===== config.mk =====
export PLATFORM = sky130hd
export DESIGN_NAME = byte_walk_seq
export DESIGN_NICKNAME = d
export VERILOG_FILES = /design/src/rtl/byte_walk_pkg.sv /design/src/rtl/byte_walk_clamp.sv /design/src/rtl/byte_walk_pick.sv /design/src/rtl/byte_walk_decode.sv /design/src/rtl/byte_walk_seq.sv
export SDC_FILE = /design/constraint.sdc
export NUM_CORES = 1
export LEC_CHECK = 0
export BUFFER_PORTS_ARGS = -buffer_cell sky130_fd_sc_hd__buf_2
export CORE_UTILIZATION = 42
export CTS_CLUSTER_DIAMETER = 100
export CTS_CLUSTER_SIZE = 12
export DETAILED_ROUTE_END_ITERATION = 10
export GPL_TIMING_DRIVEN = 0
export MAX_ROUTING_LAYER = met4
export PLACE_DENSITY = 0.66
export RECOVER_POWER = 100
export SLEW_MARGIN = 10
export SYNTH_ARGS = -nofsm -noshare
export SYNTH_HDL_FRONTEND = slang
export SYNTH_SLANG_ARGS = --single-unit

===== constraint.sdc =====
create_clock -name clk -period 2.4 [get_ports clk]
set_clock_uncertainty 0.15 [all_clocks]
set_input_delay 0.48 -clock clk [delete_from_list [all_inputs] [get_ports clk]]
set_output_delay 0.48 -clock clk [all_outputs]
set_load 0.01 [all_outputs]

===== src/rtl/byte_walk_pkg.sv =====
package byte_walk_pkg;

    typedef enum logic [3:0] {
        WS_IDLE,
        WS_A,
        WS_B,
        WS_C,
        WS_GAP,
        WS_D,
        WS_E,
        WS_F,
        WS_DONE
    } walk_state_e;

    typedef struct packed {
        logic a;
        logic b;
        logic c;
        logic d;
        logic e;
        logic f;
        logic fin;
    } strobe_t;

endpackage


===== src/rtl/byte_walk_clamp.sv =====
module byte_walk_clamp #(
    parameter int LEN_W = 4,
    parameter int CNT_W = 4,
    parameter int LIMIT = 8
) (
    input  logic [LEN_W-1:0] len_raw,
    output logic [CNT_W-1:0] len_sat
);
    localparam logic [LEN_W-1:0] LIM_V = LEN_W'(LIMIT);

    always_comb begin
        if (len_raw > LIM_V) len_sat = CNT_W'(LIM_V);
        else                 len_sat = CNT_W'(len_raw);
    end
endmodule


===== src/rtl/byte_walk_pick.sv =====
module byte_walk_pick #(
    parameter int BYTES  = 8,
    parameter int BYTE_W = 8,
    parameter int IDX_W  = 3
) (
    input  logic [BYTES*BYTE_W-1:0] word,
    input  logic [IDX_W-1:0]        idx,
    input  logic                    en,
    output logic [BYTE_W-1:0]       byte_o
);
    logic [BYTE_W-1:0] lane [BYTES];

    for (genvar g = 0; g < BYTES; g++) begin : g_lane
        assign lane[g] = word[g*BYTE_W +: BYTE_W];
    end

    assign byte_o = en ? lane[idx] : '0;
endmodule


===== src/rtl/byte_walk_decode.sv =====
module byte_walk_decode
    import byte_walk_pkg::*;
(
    input  walk_state_e st,
    output strobe_t     stb
);
    always_comb begin
        stb = '0;
        case (st)
            WS_A:    stb.a   = 1'b1;
            WS_B:    stb.b   = 1'b1;
            WS_C:    stb.c   = 1'b1;
            WS_D:    stb.d   = 1'b1;
            WS_E:    stb.e   = 1'b1;
            WS_F:    stb.f   = 1'b1;
            WS_DONE: stb.fin = 1'b1;
            default: stb     = '0;
        endcase
    end
endmodule


===== src/rtl/byte_walk_seq.sv =====
module byte_walk_seq
    import byte_walk_pkg::*;
#(
    parameter int BYTES  = 8,
    parameter int BYTE_W = 8,
    parameter int LEN_W  = 4,
    parameter int GAP    = 2
) (
    input  logic                           clk,
    input  logic                           rst,
    input  logic                           start,
    input  logic [BYTES*BYTE_W-1:0]        word_in,
    input  logic [LEN_W-1:0]               count_in,
    output logic                           busy,
    output logic [BYTE_W-1:0]              cur_byte,
    output logic [$clog2(BYTES)-1:0]       cur_idx,
    output logic                           stb_a,
    output logic                           stb_b,
    output logic                           stb_c,
    output logic                           stb_d,
    output logic                           stb_e,
    output logic                           stb_f,
    output logic                           done
);
    localparam int DATA_W = BYTES * BYTE_W;
    localparam int IDX_W  = $clog2(BYTES);
    localparam int CNT_W  = $clog2(BYTES + 1);
    localparam int GAP_W  = (GAP < 1) ? 1 : $clog2(GAP + 1);
    localparam logic [GAP_W-1:0] GAP_END = GAP_W'((GAP < 1) ? 0 : GAP - 1);

    typedef struct packed {
        walk_state_e        st;
        logic [DATA_W-1:0]  word;
        logic [CNT_W-1:0]   len;
        logic [IDX_W-1:0]   idx;
        logic [GAP_W-1:0]   gap;
    } walk_regs_t;

    walk_regs_t r_q, r_d;

    logic [CNT_W-1:0] len_sat;
    logic             last_byte;
    strobe_t          stb;

    byte_walk_clamp #(
        .LEN_W (LEN_W),
        .CNT_W (CNT_W),
        .LIMIT (BYTES)
    ) u_clamp (
        .len_raw (count_in),
        .len_sat (len_sat)
    );

    assign last_byte = (CNT_W'(r_q.idx) + CNT_W'(1)) == r_q.len;

    // Next-state computation
    always_comb begin
        r_d = r_q;
        case (r_q.st)
            WS_IDLE: begin
                if (start) begin
                    r_d.word = word_in;
                    r_d.len  = len_sat;
                    r_d.idx  = '0;
                    r_d.gap  = '0;
                    r_d.st   = (len_sat == '0) ? WS_D : WS_A;
                end
            end
            WS_A: r_d.st = WS_B;
            WS_B: r_d.st = WS_C;
            WS_C: begin
                if (last_byte) begin
                    r_d.st = WS_D;
                end else begin
                    r_d.idx = r_q.idx + IDX_W'(1);
                    r_d.gap = '0;
                    r_d.st  = (GAP < 1) ? WS_A : WS_GAP;
                end
            end
            WS_GAP: begin
                if (r_q.gap == GAP_END) begin
                    r_d.gap = '0;
                    r_d.st  = WS_A;
                end else begin
                    r_d.gap = r_q.gap + GAP_W'(1);
                end
            end
            WS_D:    r_d.st = WS_E;
            WS_E:    r_d.st = WS_F;
            WS_F:    r_d.st = WS_DONE;
            WS_DONE: begin
                r_d.st  = WS_IDLE;
                r_d.idx = '0;
            end
            default: r_d.st = WS_IDLE;
        endcase
    end

    always_ff @(posedge clk) begin
        if (rst) begin
            r_q.st   <= WS_IDLE;
            r_q.word <= '0;
            r_q.len  <= '0;
            r_q.idx  <= '0;
            r_q.gap  <= '0;
        end else begin
            r_q <= r_d;
        end
    end

    byte_walk_decode u_dec (
        .st  (r_q.st),
        .stb (stb)
    );

    assign busy = (r_q.st == WS_A) || (r_q.st == WS_B) || (r_q.st == WS_C);

    byte_walk_pick #(
        .BYTES  (BYTES),
        .BYTE_W (BYTE_W),
        .IDX_W  (IDX_W)
    ) u_pick (
        .word   (r_q.word),
        .idx    (r_q.idx),
        .en     (busy),
        .byte_o (cur_byte)
    );

    assign cur_idx = busy ? r_q.idx : '0;
    assign stb_a   = stb.a;
    assign stb_b   = stb.b;
    assign stb_c   = stb.c;
    assign stb_d   = stb.d;
    assign stb_e   = stb.e;
    assign stb_f   = stb.f;
    assign done    = stb.fin;
endmodule


---- Word-level counts from Yosys, hierarchy flattened ----
Index checks and enable logic that the tools add are counted.
storage, ports and cells
  bits in registers ....................... 77
  bits of input ports ..................... 71
  output and inout bits ................... 19
operators by class
  add/subtract/negate cells ............... 3
  magnitude comparators ................... 2
  eq/ne operators ......................... 13
  mux-type cells .......................... 22
  bitwise gates (word level) .............. 1
  reductions and logical operators ........ 10
operator list
  operator                                                                number
  77-bit 2-to-1 mux                                                       1
  4-bit one-hot mux with 8 select lines                                   1
  8-bit binary-select mux with 3-bit select                               1
  8-bit 2-to-1 mux                                                        3
  4-bit by 3-bit equality test with 1-bit output (second input constant)  4
  3-bit one-hot mux with 3 select lines                                   1
  4-bit by 2-bit equality test with 1-bit output (second input constant)  2
  4-bit logical NOT                                                       2
  1-bit 2-to-1 mux                                                        8
  4-bit 2-to-1 mux                                                        2
  3-bit 2-to-1 mux                                                        2
  2-bit != test (second input constant)                                   3
  2-bit one-hot mux with 3 select lines                                   1
  3-bit AND reduction                                                     2
  3-bit nonzero test                                                      2
  5-bit 2-to-1 mux                                                        1
  3-bit by 1-bit adder with 4-bit output (second input constant)          1
  4-bit by 1-bit equality test with 1-bit output (second input constant)  1
  4-bit equality test                                                     1
  4-bit equality test (second input constant)                             1
  4-bit >= comparator (second input constant)                             1
  4-bit > comparator (second input constant)                              1
  3-bit NOT with 4-bit output                                             1
  2-bit AND reduction                                                     2
  5 further kinds                                                         6

---- Longest topological paths before layout ----
Gate-level depths: netlist (run 1).
  depth in word-level cells ............... 6
  depth in mapped cells ................... 8

---- Hierarchy ----
From an unflattened synthesis (run 1), not the netlist that was laid out.
unflattened totals
  cells, all modules ...................... 418
  area total of the unflattened synthesis .. 3555.9 um^2
by module, submodules not included
  module            instances  cells an instance  area each (um^2)  seq. area each (um^2)
  byte_walk_seq     1          369                2905.3            1541.5
  byte_walk_pick    1          38                 553.0             0.0
  byte_walk_decode  1          7                  75.1              0.0
  byte_walk_clamp   1          4                  22.5              0.0

---- Least setup slack after synthesis (run 1) ----
OpenSTA, ideal clock, no wires.
  kind .................................... register to output
  from .................................... reg r_q[2] (netlist name)
  to ...................................... out cur_byte[0]
  arrival ................................. 1.675 ns
  data required time ...................... 1.770 ns
  setup slack ............................. 0.095 ns
  stages on the path, launching flop included .. 6
  path buffers ............................ 2
  cell sequence ........................... dfxtp_1 buf_2 buf_2 mux4_2 mux2i_1 nor2_1
between the ends
  cells in the longest elaborated chain, start to end .. 5
RTL lines
  item                                                 RTL line              RTL
  3-bit NOT with 4-bit output (not written as such)    byte_walk_pick.sv:17  assign byte_o = en ? lane[idx] : '0;
  8-bit binary-select mux with 3-bit select            byte_walk_pick.sv:17
  8-bit 2-to-1 mux (not written as such) (2 in a row)  byte_walk_pick.sv:17
  8-bit 2-to-1 mux                                     byte_walk_pick.sv:17
  to (decl)                                            byte_walk_seq.sv:15   output logic [BYTE_W-1:0] cur_byte,
No other way between the ends. The select of a mux whose other input is x is not followed.

---- Final worst setup path (run 1) ----
  from .................................... reg r_q[2] (netlist name)
  to ...................................... out cur_byte[4]
between the ends
  cells in the longest elaborated chain, start to end .. 5
RTL lines
  item                                                 RTL line
  3-bit NOT with 4-bit output (not written as such)    byte_walk_pick.sv:17
  8-bit binary-select mux with 3-bit select            byte_walk_pick.sv:17
  8-bit 2-to-1 mux (not written as such) (2 in a row)  byte_walk_pick.sv:17
  8-bit 2-to-1 mux                                     byte_walk_pick.sv:17
No other way between the ends. The select of a mux whose other input is x is not followed.

==> key figures, run 1 <==
STA
  – Worst slew pin tran: 0.665 ns
  – Fin crit share: 103%
  – Min Hold Slack: roughly 0.22 ns
  – Final hold violation count: 0
  – Post-route worst setup slack: -0.0748 ns
  – Final setup vio count: 8
  – Slew headroom: 55.6%
  – Final min period: 2.47 ns
  – Max-slew violation count: 0
  – RSZ-0062 raised after global routing: true
  – Highest clock rate: about 400 MHz

Floorplan
  – Num rows: 32
  – Die W: about 93 um
  – Die Span Y: roughly 93 um
  – IO Pins: 90
  – Die area: just under 9000 um^2
  – Core Region: 7890 um^2
  – Initial Util: around 44%

Layout
  – # fillers: 765
  – Ant diodes: 0
  – Max reg flops: 77
  – Design area: between 4000 and 5000 um^2
  – Reg with most FFs: r_q
  – Area Growth Syn to Fin: 25.8%
  – Share of cells above drive strength 1: between 20% and 30%
  – Post-Route Utilization: 55.7%
  – Reg area: between 1500 and 2000 um^2
  – Area occupied by multi-input gates: ~1800 um^2
  – Fin nets: between 500 and 600
  – Largest regs: r_q: 77 flops

Outcome
  – Status: complete, but fails checks
  – Violated checks: setup timing

Synthesis
  – Top cell type's share of synthesized area: between 40% and 50%
  – Top FF cell, synth: dfxtp_1
  – Mapped cell area: 3500 um^2
  – Synth top cells by count: nand2_1 (138), dfxtp_1 (77), a21oi_1 (75)
  – Post-synth ARST share: 0%
  – Yosys warning count: 0
  – Synth cell types: 40
  – Leading area contributor after synthesis: dfxtp_1
  – EDFF count, synth: 0
  – Net count after synthesis: slightly below 500
  – Mapped Cells: 420
  – Post-synthesis register bit count: just under 80
  – Sequential area share after synthesis: 44.1%
  – Avg Cell Area, Syn: approximately 8.3 um^2
  – Count leader, synth: nand2_1
  – Main area contributors after synthesis: dfxtp_1 (44%), nand2_1 (15%), a21oi_1 (11%), mux4_2 (10%), mux2i_1 (2.6%)

Pwr
  – Clock power frac: a little over a third
  – Psw: 0.839 mW
  – PnR Total Power: between 3 and 4 mW
  – VDD IR max: between 0.3 and 0.4 mV
  – PD cells: between 700 and 800 nW/um^2
  – Logic pwr share: between 10% and 20%
  – Register share of total power: a little under half
  – Switch share: a little over a quarter
  – Pint: ~2.3 mW
  – Pleak: around 1.7 nW

Critical path
  – Critical Path Start Type: register
  – Critical path endpoint: cur_byte[4]
  – Crit. End Element: primary output
  – Critical path arrival: approximately 1.8 ns
  – Crit Path Category: reg -> out
  – R2r setup slk: approximately 0.06 ns
  – CP Max Fanout: 8
  – Crit Reg-Reg Startpoint: r_q[2]
  – R2r endpoint: r_q[2]
  – R2R depth: 8
  – Critical Path Source: r_q[2]
  – Required time of the critical path: 1.77 ns

CTS
  – H-tree depth: 3
  – Clk Latency, worst-skew pair: approximately 0.34 ns
  – CTS sink cnt: 77
  – CTS Buffer Depth: 2
  – Num CTS Buffers: 9
  – CTS clk-pin slew, worst paths: ~0.080 ns
  – Root buffer cell: clkbuf_8
  – CTS tree: yes

Place
  – DP HPWL: ~7 mm
  – I/O Buffers: between 80 and 90
  – Gpl congestion: roughly 0.9
  – Placed Area: 4070 um^2

Global route
  – Final global-route overflow total: 0
  – Initial antenna violation count: 0
  – Largest net degree at the start of global routing: 13
  – First-pass GRT wire length: around 15 mm
  – GRT Util Overall: between 20% and 30%
  – Vias in the first global route: roughly 3,200

Min path
  – Worst hold path class: in -> reg

Route
  – Drt wl/cell: between 15 and 20 um
  – DR vias/cell: 5.23
  – Drt first pass iters: 4
  – Antenna violation net count after detailed routing: 0
  – Via count: approximately 3,300
  – Violation count after the first detailed-route iteration: 140
  – Routed wire length: between 9 and 10 mm
  – Post-route DRC: 0

Flow run
  – Max_cap viols: 0
[metal layers]
layer	up-vias	track usage (%)	wire length, um
li1	1639	-	-
met1	1538	28.6	4090
met2	116	39.3	4660
met3	11	3.41	629
met4	0	8.33	156
met5	-	-	0
[cell families (layout without fill, tap and decap cells)]
kind of cell             count (synthesis)  after routing  share of synthesized area [%]
AO/OA/AOI/OAI                           88             88                           14.0
multiplexers                            25             25                           12.9
adder cells (fa/ha/maj)                  1              1                          0.358
flip-flops                              77             77                           44.1
XOR/XNOR                                 4              4                           1.00
buffers and inverters                   36            145                           4.65
AND/OR/NAND/NOR                        189            190                           23.0
[layout by cell type (no fill, tap or decap), types with 3 or more instances in the layout]
master / instances
buf_4: 6
nand3b_1: 3
o21ai_0: 5
buf_12: 3
mux4_2: 16
and2_1: 3
dfxtp_1: 75
buf_6: 3
buf_2: 82
a21oi_1: 75
nand2b_1: 6
clkbuf_2: 3
nand2_1: 138
clkbuf_1: 29
clkbuf_8: 13
inv_1: 3
nor3_1: 7
nor2_1: 15
mux2i_1: 9
[worst min path at each step]
stage           startpoint      end  slack [ns]  cells past startpoint
6_report       word_in[40]  r_q[49]        0.22                      3
5_1_grt        word_in[42]  r_q[51]        0.22                      3
4_1_cts        word_in[50]  r_q[59]        0.21                      3
3_5_place_dp       r_q[34]  r_q[34]        0.30                      2
3_3_place_gp       r_q[41]  r_q[41]        0.29                      2
2_1_floorplan       r_q[1]   r_q[1]        0.28                      2
[power by group through the flow]
stage / registers (mW) / logic [mW] / clock network, mW
global placement: 1.46 / 0.520 / 0
CTS: 1.43 / 0.537 / 1.13
global route: 1.45 / 0.599 / 1.19
floorplan: 1.45 / 0.349 / 0
detailed placement: 1.46 / 0.530 / 0
finish: 1.43 / 0.535 / 1.12
[what timing repair did]
action	in CTS	in global routing
setup buffers	5	2
gates resized for setup	15	3
pin swaps	1	4
hold buffers	0	0
gates cloned	0	1
endpoints found under the setup margin	12	23
[final cells by class]
| type | instances | share of cell area (%) |
|---|---|---|
| multi-input cells | 308 | 40.8 |
| clock inverters | 3 | 1.54 |
| inverters | 3 | 0.256 |
| plain buffers | 31 | 4.24 |
| clock buffers | 12 | 3.76 |
| flip-flops and latches | 77 | 35.2 |
| well taps | 102 | 2.90 |
| repair buffers | 96 | 11.4 |
[critical path: stages (launching register included)]
cell and delay [ns]:
dfxtp_4 0.36, buf_12 0.12, buf_12 0.13, mux4_2 0.51
mux2i_1 0.14, nor2_1 0.08, buf_2 0.15
[metrics by stage]
step	cells	setup slack, ns	TNS, ns
after floorplan	420	0.0946	0
after global placement	611	-0.341	-2.35
after detailed placement	611	-0.301	-2.11
after CTS	630	-0.0659	-0.378
after global routing	632	-0.156	-1.34
final	632	-0.0748	-0.377
(Power assumes the default switching activity.)
==> run 2, diff against run 1 <==
--- a/config.mk
+++ b/config.mk
@@ -6,13 +6,15 @@
 export NUM_CORES = 1
 export LEC_CHECK = 0
 export BUFFER_PORTS_ARGS = -buffer_cell sky130_fd_sc_hd__buf_2
-export CORE_UTILIZATION = 42
+export CORE_ASPECT_RATIO = 0.5
+export CORE_UTILIZATION = 53
 export CTS_CLUSTER_DIAMETER = 100
 export CTS_CLUSTER_SIZE = 12
 export DETAILED_ROUTE_END_ITERATION = 10
+export GPL_ROUTABILITY_DRIVEN = 0
 export GPL_TIMING_DRIVEN = 0
 export MAX_ROUTING_LAYER = met4
-export PLACE_DENSITY = 0.66
+export PLACE_DENSITY = 0.8
 export RECOVER_POWER = 100
 export SLEW_MARGIN = 10
 export SYNTH_ARGS = -nofsm -noshare
==> run 2 against run 1 <==
The flow still finishes with violations (setup timing). Sequential share of layout area fell by 0.62 points. Register-to-register slack got worse by 0.04 ns. Die area fell by 20%. Maximum frequency rose by 0.88%. Hold slack improved by 0.011 ns. Flip-flop and latch count did not move. Largest cell class unchanged. Highest routed layer unchanged.
==> key figures, run 2 (synthesis results as in run 1) <==
Floorplan
  – Die area: 6940 um^2 (-20%)
  – Core Region: 6210 um^2 (-21%)
  – Initial Util: 56.3% (+12 points)
  – Die W: 117 um (+25%)
  – Die Span Y: 59.4 um (-36%)
  – Num rows: 20 (-38%)
  – IO Pins: 90 (unchanged)

STA
  – Highest clock rate: 408 MHz (+0.88%)
  – Final hold violation count: 0 (unchanged)
  – Final min period: 2.45 ns (-0.0215 ns)
  – Max-slew violation count: 0 (unchanged)
  – RSZ-0062 raised after global routing: true
  – Final setup vio count: 8 (unchanged)
  – Fin crit share: 102% (-0.90 points)
  – Slew headroom: 51.6% (-4.0 points)
  – Worst slew pin tran: 0.726 ns (+0.0606 ns)
  – Post-route worst setup slack: -0.0533 ns (+0.0215 ns)
  – Setup TNS Final: -0.220 ns (+0.157 ns)

Route
  – Antenna violation net count after detailed routing: 0 (unchanged)
  – Via count: 3,466 (+4.9%)
  – Drt wl/cell: 15.7 um (+3.9%)
  – DR vias/cell: 5.59 (+6.9%)
  – Drt first pass iters: 6 (+2)
  – Violation count after the first detailed-route iteration: 310 (+120%)
  – Post-route DRC: 0 (unchanged)
  – Routed wire length: 9.71 mm (+1.9%)

CTS
  – Num CTS Buffers: 9 (unchanged)
  – CTS sink cnt: 77 (unchanged)
  – CTS Buffer Depth: 2 (unchanged)
  – CTS clk-pin slew, worst paths: 0.06 ns (-0.02 ns)
  – CTS Hold Bufs: 0 (unchanged)
  – Clk Latency, worst-skew pair: 0.33 ns (about the same)
  – Root buffer cell: clkbuf_16
  – H-tree depth: 3 (unchanged)
  – CTS tree: yes

Layout
  – Most frequent cells in the layout: nand2_1 (138), buf_2 (82), a21oi_1 (75), dfxtp_1 (75), clkbuf_1 (31)
  – Share of cells above drive strength 1: 26.5% (-0.29 points)
  – Reg with most FFs: r_q
  – # fillers: 513 (-33%)
  – Fin nets: 602 (+0.67%)
  – Largest regs: r_q: 77 flops
  – Area Growth Syn to Fin: 28.0%
  – Commonest non-fill, non-tap cell in the layout: nand2_1
  – Fin cells: 620 (-1.9%)
  – Ant diodes: 0 (unchanged)
  – Max reg flops: 77 (unchanged)

Critical path
  – Critical Path Start Type: register
  – CP most frequent cell: buf_12
  – Critical path buffers and inverters: 3 (unchanged)
  – CP Max Fanout: 8 (unchanged)
  – CP cell instances: buf_12, buf_12, mux4_2, mux2i_1, nor2_1, buf_2
  – Critical path arrival: 1.82 ns (-0.02 ns)
  – Crit. End Element: primary output
  – Delay-heaviest family, CP: multiplexers
  – Slowest CP cell: mux4_2
  – Required time of the critical path: 1.77 ns (about the same)
  – CP max stage delay: 0.50 ns (about the same)
  – Crit Path Category: reg -> out

Global route
  – Largest net degree at the start of global routing: 12 (-1)
  – Vias in the first global route: 3,120 (-1.5%)
  – Final global-route overflow total: 0 (unchanged)
  – Initial antenna violation count: 0 (unchanged)
  – First-pass GRT wire length: 14.9 mm (+0.37%)
  – GRT Util Overall: 30.4% (+7.0 points)

Pwr
  – PnR Total Power: 3.33 mW (+7.7%)
  – VDD IR max: 0.412 mV (+33%)
  – Pleak: 1.79 nW (+2.5%)
  – PD cells: 744 nW/um^2 (+5.8%)

Outcome
  – Violated checks: setup timing
  – Status: complete, but fails checks

Place
  – I/O Buffers: 89 (unchanged)
  – # placed instances: 597 (-2.3%)
  – DP HPWL: 6.69 mm (-4.0%)

Flow run
  – Max_cap viols: 0 (unchanged)

Min path
  – Worst hold path class: in -> reg
==> run 2: routing by layer <==
layer	share of wire, %	vias up	wire length, um	global-route usage, %
met4	1.6	0	157	9.22
met1	41	1604	4030	38.1
met2	47	195	4520	49.5
met3	10	23	1000	7.06
met5	0	-	0	-
li1	-	1644	-	-
==> run 2: layout make-up <==
class | count | area, um^2 | area share, %
Sequential cell | 77 | 1550 | 34.6
Inverter | 3 | 11.3 | 0.252
Clock inverter | 2 | 35.0 | 0.783
Timing Repair Buffer | 99 | 524 | 11.7
Tap cell | 88 | 110 | 2.46
Multi-Input combinational cell | 308 | 1810 | 40.4
Buffer | 32 | 189 | 4.22
Clock buffer | 11 | 253 | 5.65
==> run 2: path summary, 6_finish.rpt <==
path                                   from          end  slack, ns  cells after the start
worst max-delay path                 r_q[2]  cur_byte[1]      -0.05                      6
worst min-delay path            word_in[22]      r_q[31]       0.23                      3
worst max register to register       r_q[2]       r_q[4]       0.02                      8
worst min register to register      r_q[68]      r_q[68]       0.30                      2
==> run 2: worst reg2reg max path, cell delays in order (launching register included) <==
cell and delay, ns:
dfxtp_4 0.35, buf_4 0.14, ha_1 0.24, xor2_1 0.16
or3_4 0.34, a2111oi_4 0.48, buf_4 0.19, o31ai_1 0.07
a21oi_1 0.17
==> run 2: per-stage QoR <==
step                instance area [um^2]  hold WS, ns  worst slack (ns)  util [%]
detailed placement                  4050        0.294            -0.363      65.3
global route                        4480        0.229            -0.124      72.1
CTS                                 4440        0.225           -0.0593      71.5
global placement                    4050        0.289            -0.327      65.3
floorplan                           3500        0.281            0.0946         -
finish                              4480        0.227           -0.0533      72.1
==> run 2: repair_timing <==
item	CTS	global route
endpoints found under the setup margin	12	14
buffers inserted	5	5
pin swaps	1	3
resized for setup	15	4
cloned	0	1
==> run 2: where the power goes <==
part           total (mW)  internal (mW)  switching [mW]
combinational       0.556          0.220           0.336
clock                1.33          0.842           0.490
sequential           1.44           1.38          0.0615
total                3.33           2.44           0.887
==> run 3, diff against run 2 <==
--- a/config.mk
+++ b/config.mk
@@ -5,6 +5,7 @@
 export SDC_FILE = /design/constraint.sdc
 export NUM_CORES = 1
 export LEC_CHECK = 0
+export ABC_AREA = 1
 export BUFFER_PORTS_ARGS = -buffer_cell sky130_fd_sc_hd__buf_2
 export CORE_ASPECT_RATIO = 0.5
 export CORE_UTILIZATION = 53
==> run 3 against run 2 <==
The flow now finishes without violations. Core utilization shrank 0.26 points. Combinational power grew 35%. Count of clock-buffer cells in the layout fell by 1. Non-clock buffer count shrank 2. Via count rose by 9.2%. Flip-flop and latch count is the same. Power up 12%. Hold slack improved by 0.00078 ns. Critical path type unchanged. Largest cell class unchanged. Largest power group is now clock.
==> key figures, run 3 <==
Layout
  – Largest regs: r_q: 77 flops
  – Fin cells: 700 (+13%)
  – Max reg flops: 77 (unchanged)
  – Most frequent cells in the layout: nand2_1 (104), a21oi_1 (103), buf_2 (89)
  – Reg with most FFs: r_q
  – Area Growth Syn to Fin: 26.7%
  – Design area: 4500 um^2 (+0.45%)
  – Fin nets: 680 (+13%)
  – Share of cells above drive strength 1: 24.0% (-2.5 points)
  – Commonest non-fill, non-tap cell in the layout: nand2_1
  – Ant diodes: 0 (unchanged)

Pwr
  – Psw: 1.05 mW (+19%)
  – Logic pwr share: 20.0% (+3.3 points)
  – PD cells: 830 nW/um^2 (+11%)
  – Switch share: 28.3% (+1.6 points)
  – Pleak: 2.00 nW (+11%)
  – VDD IR max: 0.432 mV (+4.6%)
  – Pint: 2.68 mW (+9.5%)
  – Register share of total power: 39.2% (-4.1 points)
  – Clock power frac: 40.8% (+0.8 points)

STA
  – Highest clock rate: 425 MHz (+4.3%)
  – Final min period: 2.35 ns (-0.100 ns)
  – Slew headroom: 59.9% (+8.3 points)
  – Final hold violation count: 0 (unchanged)
  – Max-slew violation count: 0 (unchanged)
  – Fin crit share: 98.0% (-4.2 points)
  – Final setup vio count: 0 (-8)
  – Post-route worst setup slack: 0.0469 ns (+0.100 ns)
  – Worst slew pin tran: 0.602 ns (-0.124 ns)

Critical path
  – Required time of the critical path: 1.77 ns (about the same)
  – R2R depth: 6 (-2)
  – Critical Path Start Type: register
  – CP Max Fanout: 10 (+2)
  – Critical path buffers and inverters: 4 (+1)
  – Delay-heaviest family, CP: buffers and inverters
  – R2r endpoint: r_q[65]
  – Slowest CP cell: dfxtp_1
  – Critical path arrival: 1.72 ns (-0.10 ns)
  – CP max stage delay: 0.35 ns (-0.15 ns)
  – R2r setup slk: 0.26 ns (+0.24 ns)
  – Crit Reg-Reg Startpoint: r_q[76]
  – CP cell instances: buf_6, inv_2, buf_4, o21ai_1, nand3_1, nand2_1, buf_2
  – Crit Path Category: reg -> out
  – Crit. End Element: primary output

Synthesis
  – Post-synthesis register bit count: 77 (unchanged)
  – Avg Cell Area, Syn: 7.11 um^2 (-15%)
  – Top FF cell, synth: dfxtp_1
  – Leading area contributor after synthesis: dfxtp_1
  – Post-synth ARST share: 0% (unchanged)
  – Yosys warning count: 0 (unchanged)
  – Synth top cells by count: a21oi_1 (103), nand2_1 (103), dfxtp_1 (77)
  – Mapped Cells: 499 (+19%)
  – Synth cell types: 29 (-28%)
  – EDFF count, synth: 0 (unchanged)
  – Mapped cell area: 3550 um^2 (+1.5%)
  – Top cell type's share of synthesized area: 43.5% (-0.64 points)
  – Sequential area share after synthesis: 43.5% (-0.64 points)
  – Main area contributors after synthesis: dfxtp_1 (43%), a21oi_1 (15%), nand2_1 (11%), o21ai_0 (8.7%), inv_1 (4.7%)
  – Net count after synthesis: 571 (+16%)

Place
  – Dpl ws: 0.138 ns (+0.502 ns)
  – # placed instances: 676 (+13%)
  – DP HPWL: 7.23 mm (+8.1%)
  – I/O Buffers: 89 (unchanged)
  – Placed Area: 4100 um^2 (+1.3%)

Route
  – Antenna violation net count after detailed routing: 0 (unchanged)
  – Post-route DRC: 0 (unchanged)
  – Violation count after the first detailed-route iteration: 313 (+0.97%)
  – DR vias/cell: 5.41 (-3.3%)
  – Drt first pass iters: 5 (-1)
  – Via count: 3,784 (+9.2%)
  – Routed wire length: 10.4 mm (+7.2%)
  – Drt wl/cell: 14.9 um (-5.0%)

Global route
  – Vias in the first global route: 3,367 (+7.9%)
  – Final global-route overflow total: 0 (unchanged)
  – GRT Util Overall: 30.4% (about the same)
  – Largest net degree at the start of global routing: 13 (+1)
  – Initial antenna violation count: 0 (unchanged)
  – First-pass GRT wire length: 15.8 mm (+6.0%)

Floorplan
  – Initial Util: 56.7% (+0.37 points)
  – Core Region: 6260 um^2 (+0.81%)
  – Num rows: 20 (unchanged)
  – Die Span Y: 59.9 um (+0.71%)
  – Die W: 118 um (+0.72%)
  – Die area: 7040 um^2 (+1.4%)
  – IO Pins: 90 (unchanged)

CTS
  – CTS tree: yes
  – Num CTS Buffers: 9 (unchanged)
  – Root buffer cell: clkbuf_16
  – CTS Buffer Depth: 2 (unchanged)
  – Clk Latency, worst-skew pair: 0.34 ns (about the same)
  – CTS sink cnt: 77 (unchanged)
  – CTS Hold Bufs: 0 (unchanged)
  – H-tree depth: 3 (unchanged)
  – CTS clk-pin slew, worst paths: 0.06 ns (about the same)

Min path
  – Hold Path Stages: 3 (unchanged)
  – Min-Delay Startpoint: word_in[57]
  – Hold EP: r_q[66]
  – Worst hold path class: in -> reg

Flow run
  – Max_cap viols: 0 (unchanged)

Outcome
  – Status: finished clean
==> run 3: cell types whose count changed after synthesis, sizes merged, moves of 4 or more <==
cell,before,now
o21ai,5,66
inv,3,50
nand2,138,108
nand3,1,30
a21oi,75,103
mux4,16,0
mux2i,9,0
clkbuf,22,15
nand2b,6,0
buf,11,16
nor2,17,21
==> run 3: power groups by stage <==
| stage | Clock, mW | Combinational (mW) | Sequential, mW |
|---|---|---|---|
| 2_1_floorplan | 0 | 0.483 | 1.47 |
| 3_3_place_gp | 0 | 0.684 | 1.48 |
| 3_5_place_dp | 0 | 0.701 | 1.48 |
| 4_1_cts | 1.52 | 0.721 | 1.46 |
| 5_1_grt | 1.57 | 0.832 | 1.47 |
| 6_report | 1.52 | 0.748 | 1.46 |
==> run 3: layout make-up <==
cell class	count	area, um^2
Sequential cell	77	1550
Timing Repair Buffer	98	500
Inverter	51	195
Clock buffer	10	229
Fill cell	560	1760
Tap cell	88	110
Multi-Input combinational cell	340	1660
Buffer	31	158
Clock inverter	5	100
==> run 3: cells by family (layout without fill, tap and decap cells) <==
| family | count (synthesis) | count (layout) | share of synthesized area [%] |
|---|---|---|---|
| compound gates | 171 | 171 | 24.3 |
| flops | 77 | 77 | 43.5 |
| xor+xnor | 1 | 1 | 0.247 |
| buf+inv | 82 | 195 | 9.74 |
| fa+ha+maj | 1 | 1 | 0.353 |
| simple gates | 167 | 167 | 21.9 |
==> run 3: how the worst max path moves through the flow <==
stage / start / to / slack, ns / depth (start not counted)
2_1_floorplan: r_q[74] / cur_byte[0] / 0.55 / 6
3_3_place_gp: r_q[2] / cur_byte[7] / 0.16 / 7
3_5_place_dp: r_q[2] / cur_byte[7] / 0.14 / 7
4_1_cts: r_q[73] / cur_byte[4] / 0.002 / 7
5_1_grt: r_q[2] / cur_byte[0] / -0.005 / 7
6_report: r_q[2] / cur_byte[4] / 0.05 / 7
==> run 3: what timing repair did <==
item / in CTS / in global routing
setup endpoints to repair: 8 / 8
pin swaps: 0 / 3
gates resized for setup: 16 / 23
buffers inserted: 0 / 9
==> run 3: worst register-to-register path, stage by stage (launching register included) <==
cell and delay (ns):
dfxtp_1 0.40, nor2_1 0.10, nand3_1 0.21, clkbuf_1 0.42
clkbuf_1 0.51, nand2_1 0.12, a21oi_1 0.17
==> run 3: through the flow <==
step	total power [mW]	TNS [ns]	util, %	hold slack, ns
2_1_floorplan	1.95	0	-	0.254
3_3_place_gp	2.16	0	65.6	0.266
3_5_place_dp	2.18	0	65.6	0.280
4_1_cts	3.69	0	71.2	0.230
5_1_grt	3.87	-0.00467	71.9	0.237
6_report	3.73	0	71.9	0.228
==> run 3: per-layer routing <==
layer | global-route usage [%] | share of wire (%) | vias up
met1 | 37.4 | 44 | 1746
met2 | 49.8 | 45 | 152
li1 | - | - | 1863
met3 | 8.11 | 8.8 | 23
met4 | 8.79 | 1.9 | 0
met5 | - | 0 | -
